===== src/rtl/elem_loop_seq.sv =====
module elem_loop_seq #(
  parameter int VL_MAX = 64,
  parameter int REG_AW = 7,
  parameter int DATA_W = 64,
  localparam int VLW = $clog2(VL_MAX + 1),
  localparam int IW  = (VL_MAX > 1) ? $clog2(VL_MAX) : 1
) (
  input  logic              clk,
  input  logic              rst_n,
  input  logic              start,
  input  logic [VLW-1:0]    vl_in,
  input  logic [REG_AW-1:0] rt_base,
  input  logic [REG_AW-1:0] ra_base,
  input  logic [REG_AW-1:0] rb_base,
  input  logic              rt_vec,
  input  logic              ra_vec,
  input  logic              rb_vec,
  input  logic              pred_en,
  input  logic [VL_MAX-1:0] pred_mask,
  input  logic              zero_en,
  input  logic              ff_en,
  input  logic [1:0]        ff_sel,
  input  logic              ff_expect,
  output logic              busy,
  output logic              alu_valid,
  input  logic              alu_ready,
  output logic [REG_AW-1:0] ra_addr,
  output logic [REG_AW-1:0] rb_addr,
  input  logic [DATA_W-1:0] alu_result,
  output logic              wr_en,
  output logic [REG_AW-1:0] wr_addr,
  output logic [DATA_W-1:0] wr_data,
  output logic              done,
  output logic [VLW-1:0]    vl_out,
  output logic              vl_trunc
);

  logic              run;
  logic [VLW-1:0]    idx, vl_q;
  logic [REG_AW-1:0] rt_q, ra_q, rb_q;
  logic              rtv_q, rav_q, rbv_q, zero_q, ff_q, exp_q;
  logic [1:0]        sel_q;
  logic [VL_MAX-1:0] pred_q;

  logic [REG_AW-1:0] step;
  logic              pbit, res_neg, res_zero, cond, fail, accept, last;

  assign step     = REG_AW'(idx);
  assign pbit     = pred_q[idx[IW-1:0]];
  assign res_neg  = alu_result[DATA_W-1];
  assign res_zero = (alu_result == '0);

  always_comb begin
    case (sel_q)
      2'd0:    cond = res_neg;
      2'd1:    cond = !res_neg && !res_zero;
      default: cond = res_zero;
    endcase
  end

  assign busy      = run;
  assign alu_valid = run && pbit;
  assign ra_addr   = ra_q + (rav_q ? step : '0);
  assign rb_addr   = rb_q + (rbv_q ? step : '0);
  assign wr_addr   = rt_q + (rtv_q ? step : '0);
  assign fail      = run && pbit && ff_q && (cond != exp_q);
  assign accept    = run && (pbit ? alu_ready : 1'b1);
  assign last      = (idx == vl_q - VLW'(1)) || (pbit && !rtv_q) || fail;
  assign wr_en     = run && (pbit ? (alu_ready && !fail) : zero_q);
  assign wr_data   = pbit ? alu_result : '0;

  always_ff @(posedge clk) begin
    if (!rst_n) begin
      run <= 1'b0; idx <= '0; vl_q <= '0;
      rt_q <= '0; ra_q <= '0; rb_q <= '0;
      rtv_q <= 1'b0; rav_q <= 1'b0; rbv_q <= 1'b0;
      zero_q <= 1'b0; ff_q <= 1'b0; exp_q <= 1'b0; sel_q <= '0;
      pred_q <= '0; done <= 1'b0; vl_out <= '0; vl_trunc <= 1'b0;
    end else begin
      done <= 1'b0;
      if (!run) begin
        if (start) begin
          vl_q <= vl_in; rt_q <= rt_base; ra_q <= ra_base; rb_q <= rb_base;
          rtv_q <= rt_vec; rav_q <= ra_vec; rbv_q <= rb_vec;
          pred_q <= pred_en ? pred_mask : '1;
          zero_q <= zero_en; ff_q <= ff_en; sel_q <= ff_sel; exp_q <= ff_expect;
          vl_out <= vl_in; vl_trunc <= 1'b0;
          idx <= '0;
          run <= (vl_in != '0);
          done <= (vl_in == '0);
        end
      end else if (accept) begin
        if (fail) begin
          vl_out <= idx; vl_trunc <= 1'b1;
        end
        if (last) begin
          run <= 1'b0; done <= 1'b1;
        end else begin
          idx <= idx + VLW'(1);
        end
      end
    end
  end

  AST_IDX_ORDER: assert property (@(posedge clk) disable iff (!rst_n)
    run && accept && !last |=> run && idx == $past(idx) + VLW'(1));
  AST_STALL_HOLD: assert property (@(posedge clk) disable iff (!rst_n)
    alu_valid && !alu_ready |=> run && $stable(idx) && $stable(ra_addr) && $stable(rb_addr));
  AST_SCALAR_STOP: assert property (@(posedge clk) disable iff (!rst_n)
    wr_en && alu_valid && !rtv_q |=> !run);
  AST_ZERO_WRITE: assert property (@(posedge clk) disable iff (!rst_n)
    wr_en && !alu_valid |-> wr_data == '0 && zero_q);
  AST_TRUNC_SHORT: assert property (@(posedge clk) disable iff (!rst_n)
    done && vl_trunc |-> vl_out < vl_q);
  AST_DONE_PULSE: assert property (@(posedge clk) disable iff (!rst_n)
    done |=> !done);
  AST_START_IGNORED: assert property (@(posedge clk) disable iff (!rst_n)
    run && start |=> $stable(vl_q) && $stable(rt_q));

endmodule


===== config.mk =====
export PLATFORM = sky130hd
export DESIGN_NAME = elem_loop_seq
export DESIGN_NICKNAME = d
export VERILOG_FILES = /design/src/rtl/elem_loop_seq.sv
export SDC_FILE = /design/constraint.sdc
export NUM_CORES = 1
export LEC_CHECK = 0
export BUFFER_PORTS_ARGS = -buffer_cell sky130_fd_sc_hd__buf_4
export CORE_MARGIN = 10
export CORE_UTILIZATION = 35
export CTS_CLUSTER_DIAMETER = 60
export DETAILED_ROUTE_END_ITERATION = 6
export GPL_TIMING_DRIVEN = 0
export SLEW_MARGIN = 20
export SYNTH_ARGS = -nofsm -noshare
export SYNTH_HDL_FRONTEND = slang
export SYNTH_SLANG_ARGS = --single-unit
export TNS_END_PERCENT = 1

===== constraint.sdc =====
create_clock -name clk -period 8.4 [get_ports clk]
set_input_delay 2.1 -clock clk [delete_from_list [all_inputs] [get_ports clk]]
set_output_delay 2.1 -clock clk [all_outputs]
set_load 0.1 [all_outputs]

=== Word level (Yosys, flattened, before mapping) ===
Index checks and enable logic that the tools add are counted.

* Mux-type cells: 30
* Bitwise logic cells: 1
* Reduce and logical (&&, ||, !) cells: 22
* Add/sub/neg operators: 5
* Eq/ne operators: 6
* $lt $le $gt $ge: 1

{| class="wikitable"
|+ Operators with widths
! cell !! number
|-
| $mux W64 || 2
|-
| $mux W7 || 11
|-
| $logic_not A64 Y1 || 1
|-
| $add A7 B7 Y7 || 3
|-
| $mux W1 || 15
|-
| $logic_and A1 B1 Y1 || 8
|-
| $add A7 B1 Y7 const B || 1
|-
| $eq A7 B7 Y1 || 1
|-
| $logic_not A7 Y1 || 1
|-
| $lt A6 B7 Y1 const B || 1
|-
| $reduce_bool A7 Y1 || 1
|-
| $sub A7 B1 Y7 const B || 1
|-
| $bmux W1 S6 || 1
|-
| $reduce_and A3 Y1 || 2
|-
| $logic_not A1 Y1 || 4
|-
| $ne A2 B1 Y1 const B || 2
|-
| $eq A2 B1 Y1 const B || 1
|-
| $logic_not A2 Y1 || 1
|-
| $logic_or A1 B1 Y1 || 2
|-
| $ne A2 B2 Y1 const B || 1
|-
| $pmux W1 S2 || 1
|-
| $reduce_and A2 Y1 || 1
|-
| $reduce_bool A2 Y1 || 1
|-
| $ne A1 B1 Y1 || 1
|-
| $not A1 Y1 || 1
|}

* Flip-flop bits (word level): 117
* Word-level logic and storage cells: 82
* Output and inout port bits: 97

=== Depth between registers and ports, before layout ===
Gate-level depths: netlist of run 1.

* Word-level depth: 10
* Mapped depth: 13
* Mapped depth without buffers: 10

=== Worst setup path before layout of run 1 ===
OpenSTA, ideal clock, no wires.

* Path kind: input to output
* From: input alu_result[61]
* To: output wr_en
* Arrival: 5043 ps
* Data required time: 6300 ps
* Path slack: 1257 ps
* Stages on the path: 7
* Buffers on the path: 0
* Cell sequence: nor4_2 > nand4_1 > or4_4 > and4_4 > nor4_1 > a31oi_1 > nor2b_1

* Longest elaborated chain between the ends: 10

{| class="wikitable"
|+ Ends and longest elaborated chain
! element !! line !! text
|-
| from (decl) || 29 || <nowiki>input logic [DATA_W-1:0] alu_result,</nowiki>
|-
| $logic_not A64 Y1 (*) || 51 || <nowiki>assign res_zero = (alu_result == '0);</nowiki>
|-
| $logic_not A1 Y1 || 56 || <nowiki>2'd1: cond = !res_neg && !res_zero;</nowiki>
|-
| $logic_and A1 B1 Y1 || 56 ||
|-
| $pmux W1 S2 (*) || 54 || <nowiki>case (sel_q)</nowiki>
|-
| $ne A1 B1 Y1 (*) || 66 || <nowiki>assign fail = run && pbit && ff_q && (cond != exp_q);</nowiki>
|-
| $logic_and A1 B1 Y1 (*) || 66 ||
|-
| $logic_not A1 Y1 (*) || 69 || <nowiki>assign wr_en = run && (pbit ? (alu_ready && !fail) : zero_q);</nowiki>
|-
| $logic_and A1 B1 Y1 (*) || 69 ||
|-
| $mux W1 (*) || 69 ||
|-
| $logic_and A1 B1 Y1 (*) || 69 ||
|-
| to (decl) || 30 || <nowiki>output logic wr_en,</nowiki>
|}

Mark *: on every way between the ends. The rest lies on a longest branch, timed or not.

=== Worst setup path after layout of run 1 ===
* From: input alu_result[55]
* To: output wr_en

The elaborated chain is that of the path after synthesis.

==> metrics.txt, run 1 <==
status=completed; sequential element share of the synthesized area=0.342; ys flop type=dfxtp_1; unrepaired setup endpoints after global routing=no; clock slew seen by the registers of the worst setup and hold paths=0.06 ns; Port-buffer cells=264; top cell type's share of synthesized area=0.342; maxcap violations=0; Period minus WS final=6.75 ns; VDD IR-drop max=0.000129 V; top cells by area, synth=dfxtp_1 (34%), and2_1 (7.3%), nor3b_1 (7.1%); total CTS buffers=17; Tot Pwr=2.10 mW; Syn Std Cell Area=6850 µm²; leakage power total=4.19 nW; Cell Rows=51; Worst Path Max Fanout=3; post-synth cell types=61; Setup TNS Final=0 ns; CP dominant cell by count=buf_4; drt drc=0; GR met2 Demand/Resource=0.333; max-slew violation count=0; Syn Area/Cell=8.30 µm²; Synth Register Bits=117; fin cells=1386; initial DRC count=330; asr flop ratio synth=0; post-CTS setup buffer count=0; area grow syn2layout=42.6%; hold crit path type=flop to flop; global route overflow=0; cts hold-fix bufs=0; worst slew pin tran=0.734 ns; met1 global-route usage=0.232; Final Hold Viols=0; clock tree sinks=117; Post-synth EDFFs=0; Clock Skew=0.0116 ns; top-count cell post-synth=dfxtp_1; endpoint class of the critical path=primary output; DR WL/cell=18.4 µm; most instantiated cells after synthesis=dfxtp_1 (117), nand2_1 (84), and2_1 (80), nor2_1 (77), nor3_1 (67); drt first pass iters=5; Final Wtd Congestion=0.826; io pins=266; crit path launch type=primary input; Post-CTS Resized=0; GRT Total Usage=0.192; initial antenna violation count=0; WP data required=6.30 ns; hpwl dp=20400 µm; Starting Density=0.354; largest net degree at the start of global routing=17; Nets=1300; Setup WS post-layout=1.65 ns; Root Buffer=clkbuf_16; Setup CP Type=primary input to primary output; Hold Slack=0.458 ns; Critical Path AT=4.65 ns; # setup viols final=0; global-route wire length before repair=39100 µm; biggest area consumer among synthesized cells=dfxtp_1; Routed WL=25500 µm; Tcrit/Tclk final=0.803; share of layout cells above drive strength 1=0.301; GRT busiest layer=met2; CP max stage cell=or4_4; htree depth=4; power density cells=215 nW/µm²; CTS tree=yes; CTS Buffer Depth=2; Chip Height=160 µm; met3 usage=0.0504; die width=160 µm; cell chain of the critical path=buf_4 > nor4_2 > nand4_1 > or4_4 > and4_4 > nor4_1 > a31oi_1 > nor2b_1 > buf_4; ant diodes=0; Syn. warnings=0; Placement Setup Slack=1.69 ns; syn_nets=1017; final core occ=0.505; Rel. slew slack=0.511; vias in the first global route=6856; placed insts=1354; Final ANT Viol Nets=0; Clock Latency Late Sink=0.42 ns; Fmax=148 MHz; vias per cell=4.96; Syn Inst Count=825; fin area=9770 µm²; Core Area=19300 µm²; DR vias=6879; area post-placement=9170 µm²; delay of the slowest critical-path stage=0.60 ns; die outline area=25600 µm²
placed cells by master, fill, tap and decap left out, drive strengths merged, types with 26 or more instances in the layout:
cell type  count
nand2         84
clkbuf        74
nor2          77
and2          81
nor3b         65
dfxtp        117
inv           26
nor3          67
a21oi         54
buf          275
state kept, by name (all words and copies together) (netlist names):
register	flops
sel_q	2
exp_q	1
busy	1
done	1
zero_q	1
ra_q	7
idx	7
rb_q	7
rt_q	7
vl_trunc	1
rav_q	1
rbv_q	1
ff_q	1
rtv_q	1
vl_out	7
vl_q	7
pred_q	64
where the power goes:
group	internal, mW	switching (mW)	total [mW]
registers	0.606	0.0279	0.634
clock network	0.482	0.263	0.745
logic	0.218	0.508	0.726
total	1.30	0.799	2.10
cell families after synthesis:
family | count (synthesis) | share of synthesized area
buffers and inverters | 91 | 0.0623
AOI/OAI and AO/OA | 95 | 0.0875
xor gates and xnor gates | 27 | 0.0345
adders and majority gates | 23 | 0.0453
muxes | 31 | 0.0783
and+or+nand+nor | 441 | 0.350
DFF | 117 | 0.342
worst paths after layout:
path / slack [ns] / endpoint / from / cells after the start
min reg2reg: 0.46 / zero_q / zero_q / 2
max reg2reg: 4.98 / vl_out[1] / idx[2] / 10
min: 0.46 / zero_q / zero_q / 2
max: 1.65 / wr_en / alu_result[55] / 9
critical path, delay by kind of cell:
kind | cells | cell delay, ns
AO/OA/AOI/OAI | 1 | 0.16
buffers and inverters | 2 | 0.44
AND/OR/NAND/NOR | 6 | 1.95
layout make-up:
| class | count | area [µm²] |
|---|---|---|
| tap | 265 | 332 |
| buffer | 67 | 337 |
| clock buffer | 20 | 457 |
| fill | 1928 | 9560 |
| timing repair buffer | 264 | 1980 |
| inverter | 24 | 90.1 |
| multi-input combinational | 617 | 4080 |
| clock inverter | 12 | 151 |
| sequential | 117 | 2340 |
per-layer routing:
| metal | part of all wire | routed length, µm | up-vias |
|---|---|---|---|
| met5 | 0 | 0 | - |
| met4 | 0.0095 | 241 | 0 |
| met3 | 0.065 | 1650 | 21 |
| met2 | 0.48 | 12300 | 238 |
| met1 | 0.44 | 11200 | 3186 |
| li1 | - | - | 3434 |
Note: power is estimated with default switching activity, not from simulation.
==> run 2, diff against run 1 <==
--- a/config.mk
+++ b/config.mk
@@ -5,6 +5,7 @@
 export SDC_FILE = /design/constraint.sdc
 export NUM_CORES = 1
 export LEC_CHECK = 0
+export ABC_AREA = 1
 export BUFFER_PORTS_ARGS = -buffer_cell sky130_fd_sc_hd__buf_4
 export CORE_MARGIN = 10
 export CORE_UTILIZATION = 35
==> constraint.sdc (replaced) <==
create_clock -name clk -period 6.7 [get_ports clk]
set_input_delay 1.675 -clock clk [delete_from_list [all_inputs] [get_ports clk]]
set_output_delay 1.675 -clock clk [all_outputs]
set_load 0.1 [all_outputs]
==> run 2 against run 1 <==
- sequential power grew 25%
- global-route usage grew 1.7 points
- die area grew 1.1%
- register-to-register slack lost 0.83 ns
- hold slack gained 0.012 ns
- first-iteration DRC count grew 95%
- sequential cell count is the same
- cell area grew 0.35%
- via count grew 15%
- clock power grew 14%
- critical path type unchanged
- non-clock buffer count grew 2
==> metrics.txt, run 2 <==
most instantiated cells after synthesis=nor2_1 (239), nand2_1 (168), inv_1 (126), dfxtp_1 (117), o21ai_0 (114) (was dfxtp_1 (117), nand2_1 (84), and2_1 (80), nor2_1 (77), nor3_1 (67)); Final Hold Viols=0 (unchanged); unrepaired setup endpoints after global routing=no (unchanged); drt first pass iters=5 (unchanged); Largest Register=pred_q (unchanged); top-count cell post-synth=nor2_1 (was dfxtp_1); asr flop ratio synth=0 (unchanged); most frequent cells in the layout=buf_4 (266), nor2_1 (239), nand2_1 (168) (was buf_4 (267), dfxtp_1 (117), nand2_1 (84)); hpwl dp=22100 µm (was 20400 µm); Nets=1573 (was 1300); leakage power total=4.93 nW (was 4.19 nW); biggest area consumer among synthesized cells=dfxtp_1 (unchanged); Critical Path AT=3.40 ns (was 4.65 ns); GRT Total Usage=0.208 (was 0.192); Syn. warnings=0 (unchanged); DR WL/cell=16.9 µm (was 18.4 µm); sequential element share of the synthesized area=0.338 (was 0.342); Post-CTS Resized=0 (unchanged); post-synth cell types=30 (was 61); io pins=266 (unchanged); cts hold-fix bufs=0 (unchanged); Synth Register Bits=117 (unchanged); top cells by area, synth=dfxtp_1 (34%), nor2_1 (13%), nand2_1 (9.1%) (was dfxtp_1 (34%), and2_1 (7.3%), nor3b_1 (7.1%)); # setup viols final=0 (unchanged); number of flip-flops in the largest register=64 (unchanged); global route overflow=0 (unchanged); Clock Latency Late Sink=0.42 ns (about the same); Core Area=19500 µm² (was 19300 µm²); CTS tree=yes (unchanged); die width=161 µm (was 160 µm); area of the multi-input gates=3800 µm² (was 4080 µm²); crit path launch type=primary input (unchanged); Post-synth EDFFs=0 (unchanged); CTS Buffer Depth=2 (unchanged); Syn Std Cell Area=6940 µm² (was 6850 µm²); sequential cell area=2340 µm² (unchanged); top cell type's share of synthesized area=0.338 (was 0.342); Final Wtd Congestion=0.876 (was 0.826); htree depth=4 (unchanged); post-CTS setup buffer count=0 (unchanged); Root Buffer=clkbuf_16 (unchanged); Setup TNS Final=0 ns (unchanged); Tcrit/Tclk final=0.757; syn_nets=1289 (was 1017); VDD IR-drop max=0.000186 V (was 0.000129 V); total CTS buffers=17 (unchanged); vias per cell=4.77 (was 4.96); Chip Height=161 µm (was 160 µm); largest net degree at the start of global routing=17 (unchanged); hold crit path type=flop to flop (unchanged); Syn Inst Count=1097 (was 825); Period minus WS final=5.07 ns; initial antenna violation count=0 (unchanged); global-route wire length before repair=42800 µm (was 39100 µm); endpoint class of the critical path=primary output (unchanged); Fillers=2062 (was 1928); share of layout cells above drive strength 1=0.235 (was 0.301); worst slew pin tran=0.680 ns (was 0.734 ns); initial DRC count=644 (was 330); Tot Pwr=2.84 mW (was 2.10 mW); Routed WL=28000 µm (was 25500 µm); drt drc=0 (unchanged); ys flop type=dfxtp_1 (unchanged); commonest non-fill, non-tap cell in the layout=buf_4 (unchanged); power density cells=290 nW/µm² (was 215 nW/µm²); maxcap violations=0 (unchanged); Clock Skew=0.00699 ns (was 0.0116 ns); clock tree sinks=117 (unchanged); Cell Rows=51 (unchanged); Setup CP Type=primary input to primary output (unchanged); status=completed (unchanged); Rel. slew slack=0.547 (was 0.511); area grow syn2layout=41.4% (was 42.6%); die outline area=25900 µm² (was 25600 µm²); WP data required=5.03 ns (was 6.30 ns); max-slew violation count=0 (unchanged); Syn Area/Cell=6.32 µm² (was 8.30 µm²); clock slew seen by the registers of the worst setup and hold paths=0.05 ns (was 0.06 ns); vias in the first global route=7801 (was 6856); Final ANT Viol Nets=0 (unchanged); DR vias=7905 (was 6879); Fmax=197 MHz; Port-buffer cells=265 (was 264); ant diodes=0 (unchanged); Worst Path Max Fanout=3 (unchanged); Starting Density=0.356 (was 0.354)
[run 2: cell count changes in the layout (fill, tap and decap cells not counted), moves of 18 or more]
cell | previous run | this run
nor3b_1 | 65 | 0
inv_1 | 23 | 126
xor2_1 | 4 | 22
nand2_1 | 84 | 168
xnor2_1 | 23 | 5
and2_1 | 80 | 0
a21oi_1 | 54 | 36
o21ai_0 | 0 | 114
nand3_1 | 14 | 78
nor2_1 | 77 | 239
[run 2: worst max-delay path, stage by stage]
cell      delay (ns)
buf_4           0.11
nor2_1          0.10
nand3_1         0.07
nor2_1          0.12
nand2_1         0.07
nor2_1          0.19
nand2_1         0.10
nand2_1         0.07
nand2_1         0.08
nand2_1         0.07
nand2_1         0.04
nand3_1         0.12
nor2_4          0.06
a211oi_1        0.17
buf_4           0.34
[run 2: layout make-up]
cell class / instances / share of cell area
Clock inverter: 4 / 0.00459
Inverter: 132 / 0.0505
Clock buffer: 27 / 0.0513
Timing Repair Buffer: 265 / 0.203
Sequential cell: 117 / 0.239
Multi-Input combinational cell: 780 / 0.387
Tap cell: 265 / 0.0338
Buffer: 68 / 0.0309
[run 2: path summary, 6_finish.rpt]
kind	from	to	slack [ns]	depth (start not counted)
worst max-delay path	alu_result[57]	wr_en	1.63	15
worst min-delay path	vl_trunc	vl_trunc	0.47	2
worst max register to register	busy	busy	4.15	8
worst min register to register	vl_trunc	vl_trunc	0.47	2
[run 2: layer usage]
metal	GRT usage	part of all wire
met5	0	0
met4	0.0488	0.015
met2	0.363	0.49
met1	0.250	0.43
met3	0.0544	0.067
[run 2: cell families after synthesis]
group | share of synthesized area
compound gates | 0.123
xor+xnor | 0.0341
fa+ha+maj | 0.0447
buf+inv | 0.115
flops | 0.338
simple gates | 0.346
[run 2: power breakdown]
group          switching [mW]  internal [mW]  total (mW)
clock                   0.307          0.545       0.852
sequential             0.0345          0.760       0.794
combinational           0.911          0.284        1.20
total                    1.25           1.59        2.84
[run 2: per-stage QoR]
step	setup slack [ns]	util	hold WS (ns)	std cells	cell area (µm²)
2_1_floorplan	0.337	-	0.443	1097	6940
3_3_place_gp	1.65	0.476	0.462	1627	9260
3_5_place_dp	1.63	0.476	0.470	1627	9260
4_1_cts	1.63	0.504	0.477	1658	9810
5_1_grt	1.33	0.504	0.496	1658	9810
6_report	1.63	0.504	0.470	1658	9810
